$ cat config.mk
export PLATFORM = sky130hd
export DESIGN_NAME = buck_fault_seq
export DESIGN_NICKNAME = d
export VERILOG_FILES = /design/src/rtl/buck_fault_pkg.sv /design/src/rtl/bfs_persist_filter.sv /design/src/rtl/bfs_oc_repeat.sv /design/src/rtl/bfs_hiccup_timer.sv /design/src/rtl/buck_fault_seq.sv
export SDC_FILE = /design/constraint.sdc
export NUM_CORES = 1
export LEC_CHECK = 0
export BUFFER_PORTS_ARGS = -buffer_cell sky130_fd_sc_hd__buf_4
export CAP_MARGIN = 20
export CORE_UTILIZATION = 38
export DETAILED_ROUTE_END_ITERATION = 8
export GPL_ROUTABILITY_DRIVEN = 0
export PLACE_DENSITY_LB_ADDON = 0.1
export SLEW_MARGIN = 20
export SYNTH_ARGS = -nofsm -noshare
export SYNTH_HDL_FRONTEND = slang
export SYNTH_SLANG_ARGS = --single-unit
$ cat constraint.sdc
create_clock -name clk -period 3.85 [get_ports clk]
set_input_delay 0.1925 -clock clk [delete_from_list [all_inputs] [get_ports clk]]
set_output_delay 0.1925 -clock clk [all_outputs]
set_load 0.02 [all_outputs]
$ cat src/rtl/buck_fault_pkg.sv
package buck_fault_pkg;

  typedef enum logic [2:0] {
    ST_LOCK = 3'd0,
    ST_RUN  = 3'd1,
    ST_OVP  = 3'd2,
    ST_HIC  = 3'd3,
    ST_OTP  = 3'd4
  } seq_state_e;

  typedef enum logic {
    CAUSE_UV = 1'b0,
    CAUSE_OC = 1'b1
  } hic_cause_e;

  localparam int FC_W   = 5;
  localparam int FC_OV  = 0;
  localparam int FC_UV  = 1;
  localparam int FC_OC  = 2;
  localparam int FC_OT  = 3;
  localparam int FC_SUP = 4;

endpackage

$ cat src/rtl/bfs_persist_filter.sv
// Counts qualifying steps while a level stays high; any low cycle or a
// disarmed filter clears the count. Trip fires on the LIMIT-th step.
module bfs_persist_filter #(
  parameter int LIMIT = 8
) (
  input  logic clk,
  input  logic rst_n,
  input  logic arm,
  input  logic level,
  input  logic step,
  output logic trip
);
  localparam int CW = $clog2(LIMIT + 1);
  localparam logic [CW-1:0] LAST = CW'(LIMIT - 1);

  logic [CW-1:0] cnt;

  assign trip = arm && level && step && (cnt == LAST);

  always_ff @(posedge clk or negedge rst_n) begin
    if (!rst_n) begin
      cnt <= '0;
    end else if (!arm || !level) begin
      cnt <= '0;
    end else if (step && (cnt != LAST)) begin
      cnt <= cnt + CW'(1);
    end
  end
endmodule

$ cat src/rtl/bfs_oc_repeat.sv
// Tracks whether a peak overcurrent occurred inside each switching period
// and trips after REPEAT consecutive periods that each saw one.
module bfs_oc_repeat #(
  parameter int REPEAT = 4
) (
  input  logic clk,
  input  logic rst_n,
  input  logic arm,
  input  logic sw_tick,
  input  logic oc_flag,
  output logic trip
);
  localparam int CW = $clog2(REPEAT + 1);
  localparam logic [CW-1:0] LAST = CW'(REPEAT - 1);

  logic          seen;
  logic [CW-1:0] run_cnt;
  logic          period_hit;

  assign period_hit = seen || oc_flag;
  assign trip = arm && sw_tick && period_hit && (run_cnt == LAST);

  always_ff @(posedge clk or negedge rst_n) begin
    if (!rst_n) begin
      seen    <= 1'b0;
      run_cnt <= '0;
    end else if (!arm) begin
      seen    <= 1'b0;
      run_cnt <= '0;
    end else if (sw_tick) begin
      seen <= 1'b0;
      if (!period_hit) begin
        run_cnt <= '0;
      end else if (run_cnt != LAST) begin
        run_cnt <= run_cnt + CW'(1);
      end
    end else if (oc_flag) begin
      seen <= 1'b1;
    end
  end
endmodule

$ cat src/rtl/bfs_hiccup_timer.sv
// Free count while running; done on the LEN-th cycle of a run.
module bfs_hiccup_timer #(
  parameter int LEN = 120
) (
  input  logic clk,
  input  logic rst_n,
  input  logic run,
  output logic done
);
  localparam int CW = $clog2(LEN + 1);
  localparam logic [CW-1:0] LAST = CW'(LEN - 1);

  logic [CW-1:0] cnt;

  assign done = run && (cnt == LAST);

  always_ff @(posedge clk or negedge rst_n) begin
    if (!rst_n) begin
      cnt <= '0;
    end else if (!run || done) begin
      cnt <= '0;
    end else begin
      cnt <= cnt + CW'(1);
    end
  end
endmodule

$ cat src/rtl/buck_fault_seq.sv
module buck_fault_seq
  import buck_fault_pkg::*;
#(
  parameter int OV_BLANK_CYC = 75,
  parameter int UV_TICKS     = 4,
  parameter int OC_REPEAT    = 4,
  parameter int SS_CYC       = 40000
) (
  input  logic            clk,
  input  logic            rst_n,
  input  logic            sw_tick,
  input  logic            vout_over_hi,
  input  logic            vout_over_rec,
  input  logic            vout_under,
  input  logic            hs_peak_oc,
  input  logic            temp_over,
  input  logic            temp_below_rel,
  input  logic            vsup_low,
  output logic            hs_allow,
  output logic            ls_allow,
  output logic            ls_crowbar,
  output logic            dschg_en,
  output logic            ss_restart,
  output logic [FC_W-1:0] fault_code
);
  localparam int UV_LIMIT = UV_TICKS + 1;
  localparam int HIC_LEN  = 3 * SS_CYC;

  seq_state_e state, state_nxt;
  hic_cause_e cause, cause_nxt;
  logic       armed;
  logic       ov_trip, uv_trip, oc_trip, hic_done;
  logic       restart_nxt;

  assign armed = (state == ST_RUN);

  bfs_persist_filter #(.LIMIT(OV_BLANK_CYC)) u_ov_filt (
    .clk(clk), .rst_n(rst_n), .arm(armed),
    .level(vout_over_hi), .step(1'b1), .trip(ov_trip)
  );

  bfs_persist_filter #(.LIMIT(UV_LIMIT)) u_uv_filt (
    .clk(clk), .rst_n(rst_n), .arm(armed),
    .level(vout_under), .step(sw_tick), .trip(uv_trip)
  );

  bfs_oc_repeat #(.REPEAT(OC_REPEAT)) u_oc_rep (
    .clk(clk), .rst_n(rst_n), .arm(armed),
    .sw_tick(sw_tick), .oc_flag(hs_peak_oc), .trip(oc_trip)
  );

  bfs_hiccup_timer #(.LEN(HIC_LEN)) u_hic_tmr (
    .clk(clk), .rst_n(rst_n), .run(state == ST_HIC), .done(hic_done)
  );

  // Next state with fixed fault priority: supply, temperature, then the
  // per-state handling (OV before UV before OC while regulating).
  always_comb begin
    state_nxt = state;
    cause_nxt = cause;
    if (vsup_low) begin
      state_nxt = ST_LOCK;
    end else if (temp_over && (state != ST_OTP)) begin
      state_nxt = ST_OTP;
    end else begin
      case (state)
        ST_LOCK: state_nxt = ST_RUN;
        ST_RUN: begin
          if (ov_trip) begin
            state_nxt = ST_OVP;
          end else if (uv_trip) begin
            state_nxt = ST_HIC;
            cause_nxt = CAUSE_UV;
          end else if (oc_trip) begin
            state_nxt = ST_HIC;
            cause_nxt = CAUSE_OC;
          end
        end
        ST_OVP:  if (!vout_over_rec) state_nxt = ST_RUN;
        ST_HIC:  if (hic_done) state_nxt = ST_RUN;
        ST_OTP:  if (temp_below_rel && !temp_over) state_nxt = ST_RUN;
        default: state_nxt = ST_LOCK;
      endcase
    end
  end

  assign restart_nxt = (state_nxt == ST_RUN) &&
                       (state == ST_LOCK || state == ST_HIC || state == ST_OTP);

  always_ff @(posedge clk or negedge rst_n) begin
    if (!rst_n) begin
      state      <= ST_LOCK;
      cause      <= CAUSE_UV;
      ss_restart <= 1'b0;
    end else begin
      state      <= state_nxt;
      cause      <= cause_nxt;
      ss_restart <= restart_nxt;
    end
  end

  // Output decode from the sequencer state.
  always_comb begin
    hs_allow   = 1'b0;
    ls_allow   = 1'b0;
    ls_crowbar = 1'b0;
    dschg_en   = 1'b0;
    fault_code = '0;
    case (state)
      ST_RUN: begin
        hs_allow = !hs_peak_oc;
        ls_allow = 1'b1;
      end
      ST_OVP: begin
        ls_allow          = 1'b1;
        ls_crowbar        = 1'b1;
        fault_code[FC_OV] = 1'b1;
      end
      ST_HIC: begin
        dschg_en = 1'b1;
        if (cause == CAUSE_UV) fault_code[FC_UV] = 1'b1;
        else                   fault_code[FC_OC] = 1'b1;
      end
      ST_OTP:  fault_code[FC_OT]  = 1'b1;
      default: fault_code[FC_SUP] = 1'b1;
    endcase
  end
endmodule

Word level (Yosys, flattened, before mapping). Index checks and enable logic that the tools add are counted.

Add/subtract/negate cells: 4. Eq/ne operators: 16. Muxes and demuxes: 32. Bitwise operators: 3. Reduce and logical (&&, ||, !) cells: 33.

Operator list (number): $mux W3 (14); $add A17 B1 Y17 const B (1); $eq A17 B17 Y1 const B (1); $mux W17 (1); $pmux W3 S5 (1); $mux W7 (2); $logic_and A1 B1 Y1 (13); $mux W1 (13); $ne A3 B3 Y1 const B (4); $eq A3 B2 Y1 const B (3); $add A7 B1 Y7 const B (1); $eq A7 B7 Y1 const B (1); $ne A7 B7 Y1 const B (1); $add A3 B1 Y3 const B (2); $eq A3 B1 Y1 const B (2); $eq A3 B3 Y1 const B (2); $logic_not A1 Y1 (6); $logic_or A1 B1 Y1 (6); $reduce_bool A2 Y1 (3); $reduce_and A5 Y1 (1); $reduce_or A4 Y1 (1); $logic_not A3 Y1 (1); $ne A3 B2 Y1 const B (1); $not A1 Y1 (3); 4 further kinds (4).

Bits in registers: 36. Bits of input ports: 10. Output and inout bits: 10. Word-level logic and storage cells: 96.

Longest topological paths before layout.
Depth after elaboration: 12. Depth in mapped cells: 7. Gate-level depth less buffers: 6.

Hierarchy. A second synthesis with hierarchy kept.

Cell total of the unflattened synthesis: 213. Area total of the unflattened synthesis: 2024.4 µm².

By module, submodules not included: bfs_hiccup_timer (instances 1, cells an instance 86, area each 858.3 µm², seq. area each 425.4 µm²); bfs_persist_filter at u_ov_filt (instances 1, cells an instance 41, area each 392.9 µm², seq. area each 175.2 µm²); buck_fault_seq (instances 1, cells an instance 43, area each 355.3 µm², seq. area each 125.1 µm²); bfs_oc_repeat (instances 1, cells an instance 23, area each 219.0 µm², seq. area each 100.1 µm²); bfs_persist_filter at u_uv_filt (instances 1, cells an instance 20, area each 198.9 µm², seq. area each 75.1 µm²).

Least setup slack after synthesis. Ideal clock, no wire load.

Kind: reg-to-reg. From: reg u_hic_tmr.cnt[0]. To: reg u_hic_tmr.cnt[10]. Library setup time: 0.119 ns. Arrival time: 1.642 ns. Data required time: 3.731 ns. Slack: 2.090 ns. Stages on the path, launching flop included: 8. Path buffers: 2. Clock period less this slack: 1.760 ns. Path through: dfrtp_1 > ha_1 > clkbuf_1 > nand4b_1 > or4_1 > nand2_2 > buf_6 > nor2_1.

Cells in the longest elaborated chain, start to end: 4. Elaborated cells between the ends (all ways): 5. Those cells by class: add/sub: 1; eq/ne: 1; mux: 1; reduce/logical: 2.

RTL lines: start, declared (line bfs_hiccup_timer.sv:13) `logic [CW-1:0] cnt;`; start signal, assigned (line bfs_hiccup_timer.sv:23) `cnt <= cnt + CW'(1);`; branches (longest 3 deep; another with $add A17 B1 Y17); $mux W17 (*) (line bfs_hiccup_timer.sv:20) `end else if (!run || done) begin`.

Mark *: on every way between the ends. A chain may end at the register's enable or synchronous reset.

Worst setup path in the final report.
From: reg u_hic_tmr.cnt[0]. To: reg state[1].

Cells in the longest elaborated chain, start to end: 6.

RTL lines: $eq A17 B17 Y1 (line bfs_hiccup_timer.sv:15) `assign done = run && (cnt == LAST);`; $logic_and A1 B1 Y1 (line bfs_hiccup_timer.sv:15); $mux W3 (line buck_fault_seq.sv:80) `ST_HIC: if (hic_done) state_nxt = ST_RUN;`; $pmux W3 S5 (line buck_fault_seq.sv:66) `case (state)`; $mux W3 (line buck_fault_seq.sv:63) `end else if (temp_over && (state != ST_OTP)) begin`; $mux W3 (line buck_fault_seq.sv:61) `if (vsup_low) begin`; via state_nxt[1] (line buck_fault_seq.sv:29) `seq_state_e state, state_nxt;`; end signal, assigned (line buck_fault_seq.sv:96) `state <= state_nxt;`; end, declared (line buck_fault_seq.sv:29).

The timed path passes the listed nets, and every way through them passes these cells.

==> run summary <==
CTS max path bufs = 2
I/O Buffers = 19
Root Buffer = clkbuf_8
Mean Syn Cell Area = 9.63 sq um
Worst-path clk slew = 0.08 ns
vias in the first global route = 1425
first-pass iteration count of the detailed router = 4
clk_lat worst skew = 0.29 ns
Rows = 25
Antenna Cells = 0
final std cells w/o fill = 292
sw frac = 24.4%
CP Launch Point = u_hic_tmr.cnt[0]$_DFF_PN0_
setup bufs post-CTS = 0
initial antenna violation count = 0
htree depth = 2
Post-synth EDFFs = 0
worst-path cell chain = ha_1 -> nand4b_1 -> or4_1 -> nand2_2 -> a41oi_1
post-route cell area = 2260 sq um
min setup slack post-route = 1.88 ns
Leak = 0.942 nW
switching power = 0.177 mW
min Tclk post-route = 1.97 ns
CP required = 4.00 ns
crit path to = state[1]$_DFF_PN0_
Via density = 5.11
status = finished clean
Pwr Density = 321 nW/um^2
first-pass GRT wire length = 6580 um
die footprint = 5490 sq um
CORE AREA = 4850 sq um
Die W = 74.1 um
met1 Use GR = 21.2%
Syn Nets = 222
crit start category = flip-flop
clock share of power = 38.9%
met2 Usage GRT = 25.3%
R2R Path Start = u_hic_tmr.cnt[0]$_DFF_PN0_
Slowest-stage cell, CP = dfrtp_1
DR WL/cell = 13.6 um
Layout Nets = 241
r2r worst-path depth = 5
placed cell count = 283
min-delay src = vsup_low
ys flop type = dfrtp_1
dpl cell area = 2150 sq um
Worst R2R End = state[1]$_DFF_PN0_
Register Area = 901 sq um
max incr delay on CP = 0.45 ns
r2r setup slk = 1.88 ns
clk_skew = 0.00569 ns
Finish-stage setup viols = 0
Post-Syn Area = 1970 sq um
unique cell type count in the Yosys netlist = 48
total routed wirelength = 3960 um
Peak VDD IR = 0.166 mV
critical path arrival = 2.12 ns
setup_tns = 0 ns
RSZ-0062 raised after global routing = false
Sink Count = 36
Final Hold Viols = 0
post-DP HPWL = 2820 um
Slew headroom = 64.3%
largest net degree at the start of global routing = 37
Synth-to-Final Area Change = 14.3%
DRT iter0 DRCs = 156
HP Class = input pin to flip-flop
crit path capture type = flip-flop
Tot GR Track Use = 16.0%
CTS tree = done
Syn. warnings = 0
Mapped Cells = 205
fillers = 461
cts bufs inserted = 5
Setup WS pre-CTS = 1.90 ns
Seq cells post-synth = 36
max-cap viol count = 0
Die H = 74.1 um
Max FO, Critical Path = 17
Slew @ Worst Pin = 0.534 ns
via count = 1493
busiest grt layer = met2
Int Pwr = 0.548 mW
post-synthesis sequential area ratio = 45.6%
sequential share of power = 53.5%
part of the power in combinational logic = 7.6%
crit share post-route = 51.2%
DRC viols = 0
Multi-input gate area = 992 sq um
Pwr Total = 0.724 mW
critical path class = flip-flop to flip-flop
Starting Density = 40.7%
share of cells above drive strength 1 = 14.7%
ys async rst share = 100%
Max Slew Vio Count = 0
Detail Route Antenna Nets = 0
I/O pin total = 20
GRT overflow = 0
GR Layer Usage met3 = 3.66%
Max Freq = 508 MHz
## power by group through the flow
stage	combinational, mW	clock [mW]	sequential (mW)
final	0.0551	0.282	0.387
after global routing	0.0621	0.306	0.388
after CTS	0.0562	0.292	0.387
after detailed placement	0.0551	0	0.395
after global placement	0.0538	0	0.394
after floorplan	0.0299	0	0.392
## layer usage
layer / part of all wire (%) / vias up
met3: 2.9 / 6
met1: 48 / 709
met2: 47 / 24
met5: 0 / -
li1: - / 754
met4: 1.4 / 0
## worst min-delay path by stage
stage	endpoint	slack, ns	cells after the start
after floorplan	cause$_DFFE_PN0P_	-0.10	0
after global placement	u_hic_tmr.cnt[11]$_DFF_PN0_	0.18	1
after detailed placement	u_hic_tmr.cnt[11]$_DFF_PN0_	0.18	1
after CTS	state[2]$_DFF_PN0_	0.05	2
after global routing	state[2]$_DFF_PN0_	0.06	2
final	state[2]$_DFF_PN0_	0.06	2
## repair_timing
item	4_1_cts	5_1_grt
resized for setup	0	0
hold buffers	1	0
endpoints found under the hold margin	36	0
endpoints found under the setup margin	0	0
## cell usage after synthesis, types with 2 or more instances
| master | number | area (sq um) |
|---|---|---|
| nand2b_1 | 2 | 12.5 |
| nor2_1 | 35 | 131 |
| dfrtp_1 | 36 | 901 |
| a21oi_1 | 6 | 30.0 |
| nor4_1 | 3 | 18.8 |
| nand2_1 | 11 | 41.3 |
| xor2_1 | 9 | 78.8 |
| nand4_1 | 5 | 31.3 |
| o22ai_1 | 2 | 12.5 |
| o21ai_0 | 3 | 15.0 |
| buf_2 | 4 | 20.0 |
| xnor2_1 | 13 | 114 |
| ha_1 | 7 | 87.6 |
| or3_1 | 2 | 12.5 |
| nand4b_1 | 5 | 43.8 |
| nand3b_1 | 2 | 15.0 |
| and2_1 | 2 | 12.5 |
| nor4bb_1 | 2 | 20.0 |
| nand3_1 | 11 | 55.1 |
| nor3_1 | 5 | 25.0 |
| o31ai_1 | 2 | 15.0 |
| inv_1 | 9 | 33.8 |
| and3_1 | 4 | 25.0 |
## per-stage QoR
step / utilization, % / hold WS [ns]
finish: 46.5 / 0.0628
global route: 46.5 / 0.0628
CTS: 46.5 / 0.0514
detailed placement: 44.4 / 0.184
global placement: 44.4 / 0.177
floorplan: - / -0.103
## cells in the final DEF (no fill, tap or decap), types with 2 or more instances in the layout
| master | instances |
|---|---|
| a21oi_1 | 6 |
| and2_1 | 2 |
| and3_1 | 4 |
| buf_4 | 19 |
| clkbuf_8 | 6 |
| clkinv_2 | 2 |
| dfrtp_1 | 36 |
| ha_1 | 7 |
| inv_1 | 9 |
| nand2_1 | 11 |
| nand2b_1 | 2 |
| nand3_1 | 11 |
| nand3b_1 | 2 |
| nand4_1 | 5 |
| nand4b_1 | 5 |
| nor2_1 | 35 |
| nor3_1 | 5 |
| nor4_1 | 3 |
| nor4bb_1 | 2 |
| o21ai_0 | 3 |
| o22ai_1 | 2 |
| o31ai_1 | 2 |
| or3_1 | 2 |
| xnor2_1 | 13 |
| xor2_1 | 9 |
## critical path: cells and delay by family, from the launching register on
| kind | cells | cell delay, ns |
|---|---|---|
| simple gates | 3 | 0.87 |
| flops | 1 | 0.45 |
| compound gates | 1 | 0.15 |
| fa+ha+maj | 1 | 0.37 |
## layout make-up
type                    count  area share (%)
multi-input cells         152            44.0
flip-flops and latches     36            39.9
repair buffers             20            6.77
well taps                  67            3.72
clock buffers               6            3.66
inverters                   9            1.50
clock inverters             2           0.444
## flip-flops by register name, indices dropped and copies added (netlist names)
register / cells
state: 3
ss_restart: 1
u_oc_rep.seen: 1
u_ov_filt.cnt: 7
u_uv_filt.cnt: 3
u_hic_tmr.cnt: 17
u_oc_rep.run_cnt: 3
cause: 1
## cells by family after synthesis
| kind of cell | synth area share, % |
|---|---|
| simple gates | 28.6 |
| xor+xnor | 9.76 |
| flops | 45.6 |
| buf+inv | 4.12 |
| fa+ha+maj | 4.44 |
| compound gates | 6.97 |
| mux | 0.507 |
No activity file was read; power rests on OpenSTA's default activity.
